[src/rtl/sirq_pkg.sv]
package sirq_pkg;
  // Register word indexes; the numbering is software-visible behaviour.
  localparam int IDX_STATUS  = 0;
  localparam int IDX_RAW     = 1;
  localparam int IDX_EN      = 2;
  localparam int IDX_EN_CLR  = 3;
  localparam int IDX_BIT0    = 4;
  localparam int IDX_BIT0CLR = 5;
  localparam int IDX_RT      = 8;
  localparam int IDX_RT_CLR  = 9;

  // Builds a contiguous bit mask covering positions lo..hi.
  function automatic logic [31:0] range_mask(int lo, int hi);
    logic [31:0] m;
    m = '0;
    for (int b = 0; b < 32; b++) begin
      if (b >= lo && b <= hi) m[b] = 1'b1;
    end
    return m;
  endfunction
endpackage

[src/rtl/sirq_level.sv]
module sirq_level #(
  parameter int N = 32
) (
  input  logic         clk,
  input  logic         rst,
  input  logic [N-1:0] src_in,
  output logic [N-1:0] level_q
);
  always_ff @(posedge clk) begin
    if (rst) level_q <= '0;
    else     level_q <= src_in;
  end
endmodule

[src/rtl/sirq_regs.sv]
module sirq_regs
  import sirq_pkg::*;
#(
  parameter int          N       = 32,
  parameter int          AW      = 10,
  parameter logic [31:0] RT_MASK = 32'h7FE0_0000
) (
  input  logic          clk,
  input  logic          rst,
  input  logic          req_valid,
  input  logic          req_write,
  input  logic [AW-1:0] req_addr,
  input  logic [N-1:0]  req_wdata,
  input  logic [N-1:0]  level,
  output logic [N-1:0]  mask_q,
  output logic [N-1:0]  route_q,
  output logic [N-1:0]  rdata_q,
  output logic          rvalid_q
);
  localparam logic [N-1:0] RT_KEEP = RT_MASK[N-1:0];
  localparam logic [N-1:0] BIT0    = N'(1);

  logic          do_wr;
  logic          do_rd;
  logic [N-1:0]  mask_d;
  logic [N-1:0]  route_d;
  logic [N-1:0]  rd_mux;
  logic          wdata_nz;

  assign do_wr    = req_valid && req_write;
  assign do_rd    = req_valid && !req_write;
  assign wdata_nz = |req_wdata;

  always_comb begin
    mask_d  = mask_q;
    route_d = route_q;
    if (do_wr) begin
      case (req_addr)
        AW'(IDX_EN):      mask_d  = mask_q | req_wdata;
        AW'(IDX_EN_CLR):  mask_d  = mask_q & ~req_wdata;
        AW'(IDX_BIT0):    if (wdata_nz) mask_d = mask_q | BIT0;
        AW'(IDX_BIT0CLR): if (wdata_nz) mask_d = mask_q & ~BIT0;
        AW'(IDX_RT):      route_d = route_q | (req_wdata & RT_KEEP);
        AW'(IDX_RT_CLR):  route_d = route_q & ~req_wdata;
        default: ;
      endcase
    end
  end

  always_comb begin
    case (req_addr)
      AW'(IDX_STATUS): rd_mux = level & mask_q;
      AW'(IDX_RAW):    rd_mux = level;
      AW'(IDX_EN):     rd_mux = mask_q;
      AW'(IDX_BIT0):   rd_mux = level & BIT0;
      AW'(IDX_RT):     rd_mux = route_q;
      default:         rd_mux = '0;
    endcase
  end

  always_ff @(posedge clk) begin
    if (rst) begin
      mask_q   <= '0;
      route_q  <= '0;
      rdata_q  <= '0;
      rvalid_q <= 1'b0;
    end else begin
      mask_q   <= mask_d;
      route_q  <= route_d;
      rvalid_q <= do_rd;
      rdata_q  <= do_rd ? rd_mux : '0;
    end
  end
endmodule

[src/rtl/sirq_route.sv]
module sirq_route #(
  parameter int N        = 32,
  parameter int COMB_IDX = 31,
  parameter int RT_LO    = 21,
  parameter int RT_HI    = 30
) (
  input  logic [N-1:0] level,
  input  logic [N-1:0] mask,
  input  logic [N-1:0] route,
  output logic [N-1:0] parent
);
  logic combined;
  assign combined = |(level & mask);

  for (genvar g = 0; g < N; g++) begin : g_out
    if (g == COMB_IDX) begin : g_comb
      assign parent[g] = combined;
    end else if (g >= RT_LO && g <= RT_HI) begin : g_direct
      assign parent[g] = level[g] & route[g];
    end else begin : g_idle
      assign parent[g] = 1'b0;
    end
  end
endmodule

[src/rtl/sec_irq_router.sv]
module sec_irq_router
  import sirq_pkg::*;
#(
  parameter int N_SRC    = 32,
  parameter int ADDR_W   = 10,
  parameter int RT_LO    = 21,
  parameter int RT_HI    = 30,
  parameter int COMB_IDX = N_SRC - 1
) (
  input  logic              clk,
  input  logic              rst,
  input  logic [N_SRC-1:0]  src_in,
  input  logic              reg_valid,
  input  logic              reg_write,
  input  logic [ADDR_W-1:0] reg_addr,
  input  logic [N_SRC-1:0]  reg_wdata,
  output logic [N_SRC-1:0]  reg_rdata,
  output logic              reg_rvalid,
  output logic [N_SRC-1:0]  parent_irq
);
  localparam logic [31:0] RT_MASK = range_mask(RT_LO, RT_HI);

  logic [N_SRC-1:0] level_q;
  logic [N_SRC-1:0] mask_q;
  logic [N_SRC-1:0] route_q;

  sirq_level #(.N(N_SRC)) u_level (
    .clk     (clk),
    .rst     (rst),
    .src_in  (src_in),
    .level_q (level_q)
  );

  sirq_regs #(.N(N_SRC), .AW(ADDR_W), .RT_MASK(RT_MASK)) u_regs (
    .clk       (clk),
    .rst       (rst),
    .req_valid (reg_valid),
    .req_write (reg_write),
    .req_addr  (reg_addr),
    .req_wdata (reg_wdata),
    .level     (level_q),
    .mask_q    (mask_q),
    .route_q   (route_q),
    .rdata_q   (reg_rdata),
    .rvalid_q  (reg_rvalid)
  );

  sirq_route #(.N(N_SRC), .COMB_IDX(COMB_IDX), .RT_LO(RT_LO), .RT_HI(RT_HI)) u_route (
    .level  (level_q),
    .mask   (mask_q),
    .route  (route_q),
    .parent (parent_irq)
  );
endmodule

[config.mk]
export PLATFORM = sky130hd
export DESIGN_NAME = sec_irq_router
export DESIGN_NICKNAME = d
export VERILOG_FILES = /design/src/rtl/sirq_pkg.sv /design/src/rtl/sirq_level.sv /design/src/rtl/sirq_regs.sv /design/src/rtl/sirq_route.sv /design/src/rtl/sec_irq_router.sv
export SDC_FILE = /design/constraint.sdc
export NUM_CORES = 1
export LEC_CHECK = 0
export ABC_AREA = 1
export CELL_PAD_IN_SITES_DETAIL_PLACEMENT = 1
export CELL_PAD_IN_SITES_GLOBAL_PLACEMENT = 1
export CORE_MARGIN = 2
export CORE_UTILIZATION = 25
export DETAILED_ROUTE_END_ITERATION = 8
export DONT_BUFFER_PORTS = 1
export PLACE_DENSITY = 0.59
export SLEW_MARGIN = 0
export SYNTH_ARGS = -nofsm -noshare
export SYNTH_HDL_FRONTEND = slang
export SYNTH_SLANG_ARGS = --single-unit
[constraint.sdc]
create_clock -name clk -period 2.1 [get_ports clk]
set_clock_uncertainty 0.05 [all_clocks]
set_input_delay 0.63 -clock clk [delete_from_list [all_inputs] [get_ports clk]]
set_output_delay 0.63 -clock clk [all_outputs]
set_load 0.01 [all_outputs]
# After elaboration in Yosys (flattened, before gate mapping)
# Index checks and enable logic that the tools add are counted.
# Widths: inputs -> output; s select.
[word_totals]
regBits = 129
inputBits = 78
[classes]
eq_ne = 9
bitwise = 19
reduce_logical = 13
mux = 5
[ops]
columns = ["op", "n"]
rows = [
  ["$pmux 32 s5", 1],
  ["$pmux 32 s4", 1],
  ["$and 32x32->32", 3],
  ["$pmux 32 s2", 1],
  ["$reduce_or 32->1", 2],
  ["$not 32->32", 1],
  ["$or 32x31->32", 1],
  ["$or 32x32->32", 1],
  ["$eq 10x2->1 const B", 2],
  ["$eq 10x3->1 const B", 2],
  ["$eq 10x4->1 const B", 2],
  ["$and 1x1->1", 10],
  ["$eq 10x1->1 const B", 1],
  ["$logic_not 10->1", 1],
  ["$reduce_and 4->1", 2],
  ["$ne 2x1->1 const B", 2],
  ["$reduce_bool 2->1", 2],
  ["$reduce_bool 4->1", 1],
  ["$not 1->1", 3],
  ["$logic_and 1x1->1", 2],
  ["$mux 1", 2],
  ["$reduce_and 2->1", 1],
  ["$reduce_or 2->1", 1],
  ["$logic_not 1->1", 1],
]

# Depth between registers and ports, before layout
# Gate-level depths: netlist (run 1).
[depth]
depth_word = 4
ltp_mapped = 11
depth_no_buf = 10

# By module
# From an unflattened synthesis (run 1), not the netlist that was laid out.
[unflattened]
cells_unflattened = 824
hier_area_um2 = 5711.7
[modules_own_cells]
columns = ["module", "seq_area_each_um2", "area_each_um2", "instances", "cells_per_inst"]
rows = [
  ["sirq_regs", 1941.9, 4316.6, 1, 619],
  ["sirq_level", 640.6, 914.6, 1, 99],
  ["sirq_route", 0.0, 480.5, 1, 106],
]

# Worst setup path before layout (run 1)
# No wires, ideal clock.
[synth_timing]
path_kind = "input to register"
startpoint = "input reg_addr[7]"
endpoint = "register u_regs.route_q[0]"
setup_time_ps = 116
path_stages = 7
required_time_ps = 1934
arrival_ps = 1681
path_buffers = 1
setup_slack_ps = 253
cell_sequence = "nor2_1 nand2_1 nor3_4 nand2_1 clkbuf_1 o211ai_1 inv_1"
[synth_between]
elab_chain_len = 3
[synth_rtl]
columns = ["element", "line", "rtl"]
rows = [
  ["start: declaration", "sec_irq_router.sv:15", "input logic [ADDR_W-1:0] reg_addr,"],
  ["$eq 10x4->1", "sirq_regs.sv:38", "case (req_addr)"],
  ["$reduce_bool 2->1 (no line)", "-", ""],
  ["$reduce_and 2->1 (no line)", "-", ""],
  ["end signal: assignment", "sirq_regs.sv:69", "route_q <= route_d;"],
  ["end: declaration", "sirq_regs.sv:16", "output logic [N-1:0] route_q,"],
]
# Parallel ways exist; a longest one is shown, timed or not.
# A chain may end at the register's enable or synchronous reset.

# Final worst setup path (run 1)
[layout_timing]
startpoint = "register u_level.level_q[12]"
endpoint = "output parent_irq[31]"
[layout_between]
elab_chain_len = 2
[layout_rtl]
columns = ["element", "line", "rtl"]
rows = [
  ["start: declaration", "sirq_level.sv:7", "output logic [N-1:0] level_q"],
  ["start signal: assignment", "sirq_level.sv:11", "else level_q <= src_in;"],
  ["$and 32x32->32", "sirq_route.sv:13", "assign combined = |(level & mask);"],
  ["$reduce_or 32->1", "sirq_route.sv:13", ""],
  ["end: declaration", "sec_irq_router.sv:19", "output logic [N_SRC-1:0] parent_irq"],
]
# No other way between the ends.

==> results.py, run 1 <==
metrics = {
    "run_status": {
        "outcome": "finished, violations left",
        "violations_in_the_final_reports": "negative setup slack",
    },
    "sta": {
        "unrepaired_setup_endpoints_after_global_routing": "true",
        "final-hold-violation-count": 0,
        "final-setup-viol-count": 1,
        "min_period_ps": 2160,
        "max_clock_freq_mhz": 464,
        "timing.final.crit_share_pct": 103,
        "slew_violations": 0,
        "setup_ws_ps": -55.3,
    },
    "detailed_routing": {
        "ratio_of_routed_vias_to_standard_cells": 4.54,
        "route.detailed.drc": 0,
        "dr_wl_met3_um": 909,
        "drt-met1-wl_mm": 9.43,
        "route.antenna.remaining_nets": 0,
        "routed-via-count": 5393,
        "detail_route.wl_per_cell_um": 17.6,
        "routed.top_layer": "met4",
        "routed-wl-met2_mm": 10.3,
        "drtPass1Iterations": 4,
        "routed_wirelength_mm": 20.9,
        "detail_route.iter0.violations": 252,
    },
    "worst_setup_path": {
        "crit_startpoint": "u_level.level_q[12]",
        "crit_path_end_kind": "primary output",
        "reg2reg_depth": 8,
        "r2r_setup_slack_ps": 1010,
        "cp.arrival_ps": 1480,
        "regToRegEndpoint": "u_regs.mask_q[0]",
        "worst_path_class_setup": "flop to primary output",
        "cp_data_required_time_ps": 1420,
        "critical_path.startpoint_type": "flop",
        "crit-reg2reg-launch": "u_regs.mask_q[0]",
        "critical_path_peak_fanout": 2,
    },
    "final_layout": {
        "post-route-util_pct": 29.8,
        "antenna_cells": 0,
        "fraction_of_layout_cells_with_a_size_suffix_above_1_pct": 10.6,
        "layout.nets": 934,
        "syn2layout_area_growth_pct": 17.6,
        "stdcell_count": 1187,
    },
    "clocking": {
        "tritoncts.num_buffers": 17,
        "clock-sinks": 129,
        "clock-root-buffer": "sky130_fd_sc_hd__clkbuf_16",
        "postCtsHoldBufs": 0,
        "htree_num_levels": 4,
        "clock_tree_from_tritoncts": "done",
        "worst_setup_hold_path_clk_slew_ps": 60,
        "clk_latency_ps": 420,
        "number_of_buffers_on_the_longest_clock_path": 2,
    },
    "floorplan": {
        "die_area_mm2": 0.0250,
        "die_width_um": 158,
        "die-height_um": 158,
        "initial_core_util_pct": 25.3,
        "design.core.area_mm2": 0.0234,
        "std_cell_rows": 56,
        "io-pin-count": 143,
    },
    "place": {
        "placement.io_buffers": 0,
        "pre_cts_slack_ps": -50.3,
        "placed_cells_incl_taps": 1154,
        "post-dp-hpwl_mm": 14.5,
        "routabilityCongestion": 0.786,
    },
    "synth": {
        "yosysSeqAreaShare_pct": 43.6,
        "async_flop_share_pct": 0,
        "ys_top_cells_by_area": "sky130_fd_sc_hd__dfxtp_1, sky130_fd_sc_hd__inv_1, sky130_fd_sc_hd__nor2_1",
        "post_synth.cell_area_avg_um2": 6.94,
        "yosys.cell_count.top_type": "sky130_fd_sc_hd__inv_1",
        "yosysWarningCount": 0,
        "yosysTopAreaCellShare_pct": 43.6,
        "ys_ff_latch": 129,
        "synth-edff-count": 0,
        "synth.lib_cells_used.distinct": 24,
        "synth_largest_area_cell": "sky130_fd_sc_hd__dfxtp_1",
        "synth.cells.most_frequent": "sky130_fd_sc_hd__inv_1, sky130_fd_sc_hd__nor2_1, sky130_fd_sc_hd__nand2_1, sky130_fd_sc_hd__dfxtp_1, sky130_fd_sc_hd__nand3_1",
        "syn_inst": 855,
        "syn_area_mm2": 0.00593,
        "yosys_most_used_dff": "sky130_fd_sc_hd__dfxtp_1",
    },
    "worst_hold_path": {
        "min_path_type": "primary input to flop",
        "holdPathStages": 1,
        "hold_path_end": "u_level.level_q[25]",
        "hold_path_startpoint": "rst",
    },
    "grt": {
        "grt_usage_pct": 16.9,
        "grt_pass1_wl_mm": 31.3,
        "grt_start_max_net_pins": 65,
        "grt_antenna_before_repair": 0,
        "grt_overflow_total": 0,
        "first_global_vias": 5478,
    },
    "power": {
        "power.static_leakage_nw": 3.24,
        "power_per_cell_area_mw_per_mm2": 798,
        "peakVddDrop_v": 0.000388,
        "total_power_mw": 5.56,
    },
    "job": {
        "timing.max_cap.violations": 0,
    },
}
registers in the layout, summed over array words and instances, names as in the netlist, named ones only:
register / cells
u_regs.rdata_q: 32
u_regs.route_q: 22
u_level.level_q: 32
u_regs.mask_q: 32
u_regs.rvalid_q: 1
placed cells by master (no fill, tap or decap), types with 6 or more instances in the layout:
cell / synthesis / final
sky130_fd_sc_hd__inv_1: 150 / 149
sky130_fd_sc_hd__nor2_1: 139 / 139
sky130_fd_sc_hd__nand2_1: 130 / 116
sky130_fd_sc_hd__dfxtp_1: 129 / 116
sky130_fd_sc_hd__nand3_1: 64 / 64
sky130_fd_sc_hd__a21oi_1: 43 / 43
sky130_fd_sc_hd__o211ai_1: 30 / 30
sky130_fd_sc_hd__o21ai_0: 29 / 29
sky130_fd_sc_hd__o22ai_1: 22 / 22
sky130_fd_sc_hd__buf_4: 22 / 22
sky130_fd_sc_hd__conb_1: 1 / 21
sky130_fd_sc_hd__clkbuf_16: 0 / 17
sky130_fd_sc_hd__o21ai_1: 14 / 14
sky130_fd_sc_hd__dfxtp_2: 0 / 13
sky130_fd_sc_hd__nand2_2: 0 / 12
sky130_fd_sc_hd__nand4_1: 10 / 10
sky130_fd_sc_hd__o21bai_1: 9 / 9
sky130_fd_sc_hd__o211a_1: 9 / 9
sky130_fd_sc_hd__buf_12: 0 / 6
logic make-up after synthesis:
group | Yosys count | synth area share, %
other cells | 1 | 0.0632
buf+inv | 216 | 15.5
simple gates | 353 | 24.9
compound gates | 156 | 16.0
flops | 129 | 43.6
worst max-delay path by stage:
stage	end	slack, ps	cells past startpoint
3_3_place_gp	u_regs.mask_q[14]	-8	10
2_1_floorplan	u_regs.route_q[0]	250	7
4_1_cts	parent_irq[31]	-70	4
6_report	parent_irq[31]	-60	4
5_1_grt	parent_irq[31]	-140	4
3_5_place_dp	u_regs.mask_q[9]	-50	10
routing by layer:
layer  GRT usage (%)  vias up
met3            4.16       18
met2            29.1      126
met1            20.7     2585
met5               0        -
li1                -     2664
met4            5.28        0
through the flow:
step                cell area [µm²]  hold WS [ps]  TNS, ps
floorplan                      6000           392        0
global placement               6320           412    -12.4
detailed placement             6320           419     -579
CTS                            6950           212    -70.5
global route                   6980           212     -142
finish                         6980           220    -55.3
repair_timing:
| item | 4_1_cts | 5_1_grt |
|---|---|---|
| pin swaps | 14 | 4 |
| setup buffers | 2 | 0 |
| endpoints found under the setup margin | 1 | 1 |
| resized for setup | 22 | 9 |
final cells by class:
class,count,area (µm²)
sequential,129,2600
inverter,150,563
fill,2942,16400
timing repair buffer,28,285
multi-input combinational,530,2570
tap,319,399
clock inverter,10,111
clock buffer,21,450
critical path, cell delays in order, from the launching register on:
cell and delay (ps):
sky130_fd_sc_hd__dfxtp_1 320, sky130_fd_sc_hd__nand2_2 110, sky130_fd_sc_hd__nand4_1 120, sky130_fd_sc_hd__nor4_2 350, sky130_fd_sc_hd__nand2_2 150
power breakdown:
group / switching (mW) / total [mW] / leakage (nW) / internal, mW
registers: 0.0274 / 2.51 / 1.05 / 2.48
clock network: 1.12 / 2.88 / 0.269 / 1.76
logic: 0.128 / 0.171 / 1.92 / 0.0430
(Power assumes the default switching activity.)
==> run 2: changes to the inputs <==
- SLEW_MARGIN: 0 -> unset
==> results of run 2 <==
The final DEF is identical to that of run 1; final timing and power are the same.
